==> src/rtl/card_dec_pkg.sv <==
`timescale 1ns/10ps
package card_dec_pkg;

  localparam logic [3:0] BANK_TAG_LO  = 4'h0;
  localparam logic [3:0] BANK_TAG_HI  = 4'h3;
  localparam logic [7:0] IO_TAG_MAIN  = 8'hFE;
  localparam logic [7:0] IO_TAG_ALT   = 8'hFC;
  localparam logic [3:0] WIN_NIBBLE   = 4'hD;

  typedef struct packed {
    logic ram_n;
    logic rom_n;
    logic uart_n;
    logic port_n;
    logic extio_n;
  } sel_bus_t;

  // upper address nibble that the memory block answers to
  function automatic logic [3:0] bank_tag(input logic hi);
    return hi ? BANK_TAG_HI : BANK_TAG_LO;
  endfunction

  // address bits 11:4 that the I/O block answers to
  function automatic logic [7:0] io_tag(input logic alt);
    return alt ? IO_TAG_ALT : IO_TAG_MAIN;
  endfunction

endpackage

==> src/rtl/card_mem_dec.sv <==
`timescale 1ns/10ps
module card_mem_dec #(
  parameter int ADDR_W = 20,
  parameter int BLK_W  = 16,
  parameter int WIN_W  = 12
) (
  input  logic [ADDR_W-1:0] addr,
  input  logic              io_space,
  input  logic              bank_hi,
  input  logic              win_off,
  output logic              ram_n,
  output logic              rom_n,
  output logic              extio_n,
  output logic              mem_hit,
  output logic              win_hit
);
  localparam int TAG_W = ADDR_W - BLK_W;
  localparam int NIB_W = BLK_W - WIN_W;

  logic [TAG_W-1:0] blk_tag;
  logic [NIB_W-1:0] blk_nib;
  logic             low_half;
  logic             strobe;

  assign blk_tag  = addr[ADDR_W-1:BLK_W];
  assign blk_nib  = addr[BLK_W-1:WIN_W];
  assign low_half = ~addr[BLK_W-1];

  assign mem_hit = ~io_space &&
                   (blk_tag == TAG_W'(card_dec_pkg::bank_tag(bank_hi)));
  assign win_hit = mem_hit && (blk_nib == NIB_W'(card_dec_pkg::WIN_NIBBLE));
  assign strobe  = win_hit && ~win_off;

  assign ram_n   = ~(mem_hit && low_half);
  assign rom_n   = ~(mem_hit && ~low_half && ~strobe);
  assign extio_n = ~strobe;
endmodule

==> src/rtl/card_io_dec.sv <==
`timescale 1ns/10ps
module card_io_dec #(
  parameter int IO_W  = 12,
  parameter int REG_W = 4
) (
  input  logic [IO_W-1:0] io_addr,
  input  logic            io_space,
  input  logic            base_alt,
  output logic            port_n,
  output logic            uart_n,
  output logic            io_hit
);
  localparam int TAG_W = IO_W - REG_W;

  logic [TAG_W-1:0] tag;
  logic             upper;

  assign tag    = io_addr[IO_W-1:REG_W];
  assign upper  = io_addr[REG_W-1];
  assign io_hit = io_space && (tag == TAG_W'(card_dec_pkg::io_tag(base_alt)));
  assign port_n = ~(io_hit && ~upper);
  assign uart_n = ~(io_hit && upper);
endmodule

==> src/rtl/card_addr_dec.sv <==
`timescale 1ns/10ps
module card_addr_dec #(
  parameter int ADDR_W = 20,
  parameter int BLK_W  = 16,
  parameter int WIN_W  = 12,
  parameter int IO_W   = 12,
  parameter int REG_W  = 4
) (
  input  logic [ADDR_W-1:0] addr,
  input  logic              io_space,
  input  logic              bank_hi,
  input  logic              io_base_alt,
  input  logic              win_off,
  output logic              ram_sel_n,
  output logic              rom_sel_n,
  output logic              uart_sel_n,
  output logic              port_sel_n,
  output logic              extio_n
);
  // decode events brought out for the checker
  logic mem_hit;
  logic win_hit;
  logic io_hit;
  card_dec_pkg::sel_bus_t sel;

  card_mem_dec #(.ADDR_W(ADDR_W), .BLK_W(BLK_W), .WIN_W(WIN_W)) u_mem (
    .addr    (addr),
    .io_space(io_space),
    .bank_hi (bank_hi),
    .win_off (win_off),
    .ram_n   (sel.ram_n),
    .rom_n   (sel.rom_n),
    .extio_n (sel.extio_n),
    .mem_hit (mem_hit),
    .win_hit (win_hit)
  );

  card_io_dec #(.IO_W(IO_W), .REG_W(REG_W)) u_io (
    .io_addr (addr[IO_W-1:0]),
    .io_space(io_space),
    .base_alt(io_base_alt),
    .port_n  (sel.port_n),
    .uart_n  (sel.uart_n),
    .io_hit  (io_hit)
  );

  assign ram_sel_n  = sel.ram_n;
  assign rom_sel_n  = sel.rom_n;
  assign uart_sel_n = sel.uart_n;
  assign port_sel_n = sel.port_n;
  assign extio_n    = sel.extio_n;
endmodule

==> config.mk <==
export PLATFORM = sky130hd
export DESIGN_NAME = card_addr_dec
export DESIGN_NICKNAME = d
export VERILOG_FILES = /design/src/rtl/card_dec_pkg.sv /design/src/rtl/card_mem_dec.sv /design/src/rtl/card_io_dec.sv /design/src/rtl/card_addr_dec.sv
export SDC_FILE = /design/constraint.sdc
export NUM_CORES = 1
export LEC_CHECK = 0
export BUFFER_PORTS_ARGS = -buffer_cell sky130_fd_sc_hd__buf_2
export CAP_MARGIN = 20
export CORE_AREA = 2 2 39 41
export DETAILED_ROUTE_END_ITERATION = 8
export DIE_AREA = 0 0 41 43
export SYNTH_ARGS = -nofsm -noshare
export SYNTH_HDL_FRONTEND = slang
export SYNTH_SLANG_ARGS = --single-unit
==> constraint.sdc <==
create_clock -name vclk -period 1.3
set_input_delay 0.39 -clock vclk [all_inputs]
set_output_delay 0.39 -clock vclk [all_outputs]
set_load 0.005 [all_outputs]
# Word level (Yosys, flattened, before mapping)
# Cells that the tools add are included.
# word_totals
ff_bits,0
# op_classes
n_bitwise,9
mux,2
n_eq_ne,3
n_reduce_logical,9
# ops
op,n
$logic_and 1x1->1,9
$not 1->1,9
$eq 8x8->1,1
$eq 4x4->1,1
$eq 4x4->1 const B,1
$mux 2,2

# Depth between registers and ports, before layout
# depth
ltp_word,8
mapped_depth,3
ltp_nobuf,3

# By module
# From an unflattened synthesis, not the netlist that was laid out.
# unflattened
hier_cells,18
hier_area_um2,146.4
# by_module_without_submodules
module,n_inst,cells_each,area_each_um2
card_mem_dec,1,12,97.6
card_io_dec,1,6,48.8

# Worst setup path before layout
# Ideal clock, no wire load.
# synth_timing
path_kind,in2out
from,in addr[16]
to,out extio_n
slack_ns,-0.019
stages,3
required_ns,0.910
arrival_time_ns,0.929
path_cell_list,or3_1 -> nand2_1 -> nand3b_1
# synth_between
elab_chain_cells,5
# synth_lines
item,line_no,text
from (decl),card_addr_dec.sv:9,"input logic [ADDR_W-1:0] addr,"
$eq 4x4->1,card_mem_dec.sv:30,(blk_tag == TAG_W'(card_dec_pkg::bank_tag(bank_hi)));
$logic_and 1x1->1,card_mem_dec.sv:29,assign mem_hit = ~io_space &&
$logic_and 1x1->1,card_mem_dec.sv:31,assign win_hit = mem_hit && (blk_nib == NIB_W'(card_dec_pkg::WIN_NIBBLE));
$logic_and 1x1->1,card_mem_dec.sv:32,assign strobe = win_hit && ~win_off;
$not 1->1,card_mem_dec.sv:36,assign extio_n = ~strobe;
to (decl),card_addr_dec.sv:18,output logic extio_n
# No other way between the ends.

# Worst setup path in the final report
# layout_timing
from,in addr[17]
to,out extio_n
# Same word-level chain as after synthesis.

==> flow_metrics.py <==
metrics = {
    "worst_setup_path": {
        "worst_setup_path_start_kind": "input port",
        "path_class": "in -> out",
        "critPathCaptureType": "output port",
        "critPathRequiredTime_ps": 910,
        "path_max_fanout": 3,
        "arrival_ps": 1130,
    },
    "layout": {
        "nFlopsAndLatches": 0,
        "drive_gt1_frac": 0.721,
        "finalNonFillerCells": 59,
        "layout.nets": 69,
        "utilization": 0.223,
        "regArea_sq_um": 0,
        "final_common_cell": "buf_2",
        "area_growth_pct": 209,
        "finalInstanceArea_sq_um": 309,
        "fillers": 156,
        "n_antenna_cell": 0,
        "nClkBuffers": 0,
        "mostFrequentLayoutCells": "buf_2 (22), buf_6 (3)",
    },
    "floorplan": {
        "dieArea_sq_um": 1760,
        "core_area_sq_um": 1380,
        "start_util": 0.0723,
        "die_x_um": 41,
        "die_height_um": 43,
        "io_pins": 29,
        "num_rows": 14,
    },
    "hold_path": {
        "hp-class": "in -> out",
        "min_path_cells": 4,
    },
    "grt": {
        "globalRouteTotalUtil": 0.0490,
        "antenna_found_initial": 0,
        "grt_pass1_wl_um": 634,
        "grt_max_degree": 4,
        "grt.overflow.total": 0,
        "grt_pass1_vias": 182,
    },
    "power": {
        "ir_drop_uv": 53.2,
        "powerDensity_nw_per_um2": 211,
        "p_leak_nw": 0.136,
    },
    "sta": {
        "rsz0062_at_grt": "true",
        "hold_viol": 0,
        "worst_pin_slew_ps": 237,
        "period_share": 1.17,
        "setup_viol": 5,
        "fin_ws_ps": -225,
        "max-slew-margin-rel": 0.841,
        "fin_setup_tns_ps": -757,
        "slew_violations": 0,
        "fmax_mhz": 656,
        "period_needed_ps": 1520,
    },
    "synth": {
        "yosysUniqueCellTypes": 11,
        "yosys-top-cells-area": "nand3b_1 (15%), nand2_1 (11%), nand4bb_1 (11%)",
        "syn_avg_cell_area_sq_um": 6.26,
        "yosys_warnings": 0,
        "ys_seq_area_frac": 0,
        "syn_inst": 16,
        "synth.largest_area_cell": "nand3b_1",
        "synth_nets": 40,
        "yosysTopAreaCellShare": 0.150,
        "netlist_area_sq_um": 100,
    },
    "drt": {
        "drtIter0Drc": 1,
        "first_pass_iters": 4,
        "wire_per_inst_um": 9.10,
        "drc_errors": 0,
        "finalWirelength_um": 537,
        "detailroute.via_count": 239,
        "antenna_left": 0,
        "viasPerCell": 4.05,
    },
    "place": {
        "gp_congestion": 0.549,
        "dp_slack_ps": -276,
        "post-place-cells": 59,
        "placed_area_sq_um": 258,
        "port_buffers": 26,
    },
    "clock_tree": {
        "postCtsHoldBufs": 0,
    },
    "flow_run": {
        "drv_cap": 0,
    },
    "outcome": {
        "status": "finished, violations left",
        "failed_checks": "setup timing",
    },
}
per-layer routing:
metal  wire length, um  GRT usage  vias to the layer above
met2               223     0.0906                       26
met5                 0          0                        -
met1               198     0.0633                       96
met4                 0          0                        0
met3               115          0                        0
li1                  -          -                      117
final cells by class:
cell class                 count  area, sq um  area share
timing repair buffer          27          159       0.514
multi-input combinational     16          130       0.421
tap                           16         20.0      0.0648
stage by stage:
step | hold WS (ps) | power, W
6_report | 1040 | 0.0000652
5_1_grt | 1080 | 0.0000730
4_1_cts | 1050 | 0.0000564
3_5_place_dp | 1050 | 0.0000502
3_3_place_gp | 1040 | 0.0000488
2_1_floorplan | 853 | 0.0000134
cells in the mapped netlist:
master and n:
nand2_1 3, nand3_1 2, nand3b_1 2, nand4_1 1, nand4b_1 1, nand4bb_1 1, nor2_1 2, nor4_1 1
nor4b_1 1, or3_1 1, xnor2_1 1
critical path: stages:
cell and delay [ps]:
buf_6 90, or3_4 380, nand2_4 70, nand3b_1 70, buf_2 130
logic make-up after synthesis:
family,after synthesis,share of synthesized area
simple gates,15,0.913
xor+xnor,1,0.0875
path summary, 6_finish.rpt:
| path | start | endpoint | slack, ps |
|---|---|---|---|
| setup / recovery | addr[17] | extio_n | -220 |
| hold / removal | addr[3] | port_sel_n | 1040 |
report_power, final:
| group | internal [W] | leakage, nW | total [W] | switching, W |
|---|---|---|---|---|
| registers | 0 | 0 | 0 | 0 |
| logic | 0.0000424 | 0.136 | 0.0000652 | 0.0000227 |
| clock network | 0 | 0 | 0 | 0 |
| total | 0.0000424 | 0.136 | 0.0000652 | 0.0000227 |
what timing repair did:
item                       4_1_cts  5_1_grt
resized for setup                5        6
pin swaps                        5        3
setup endpoints to repair        5        5
setup buffers                    0        0
(Power assumes the default switching activity.)
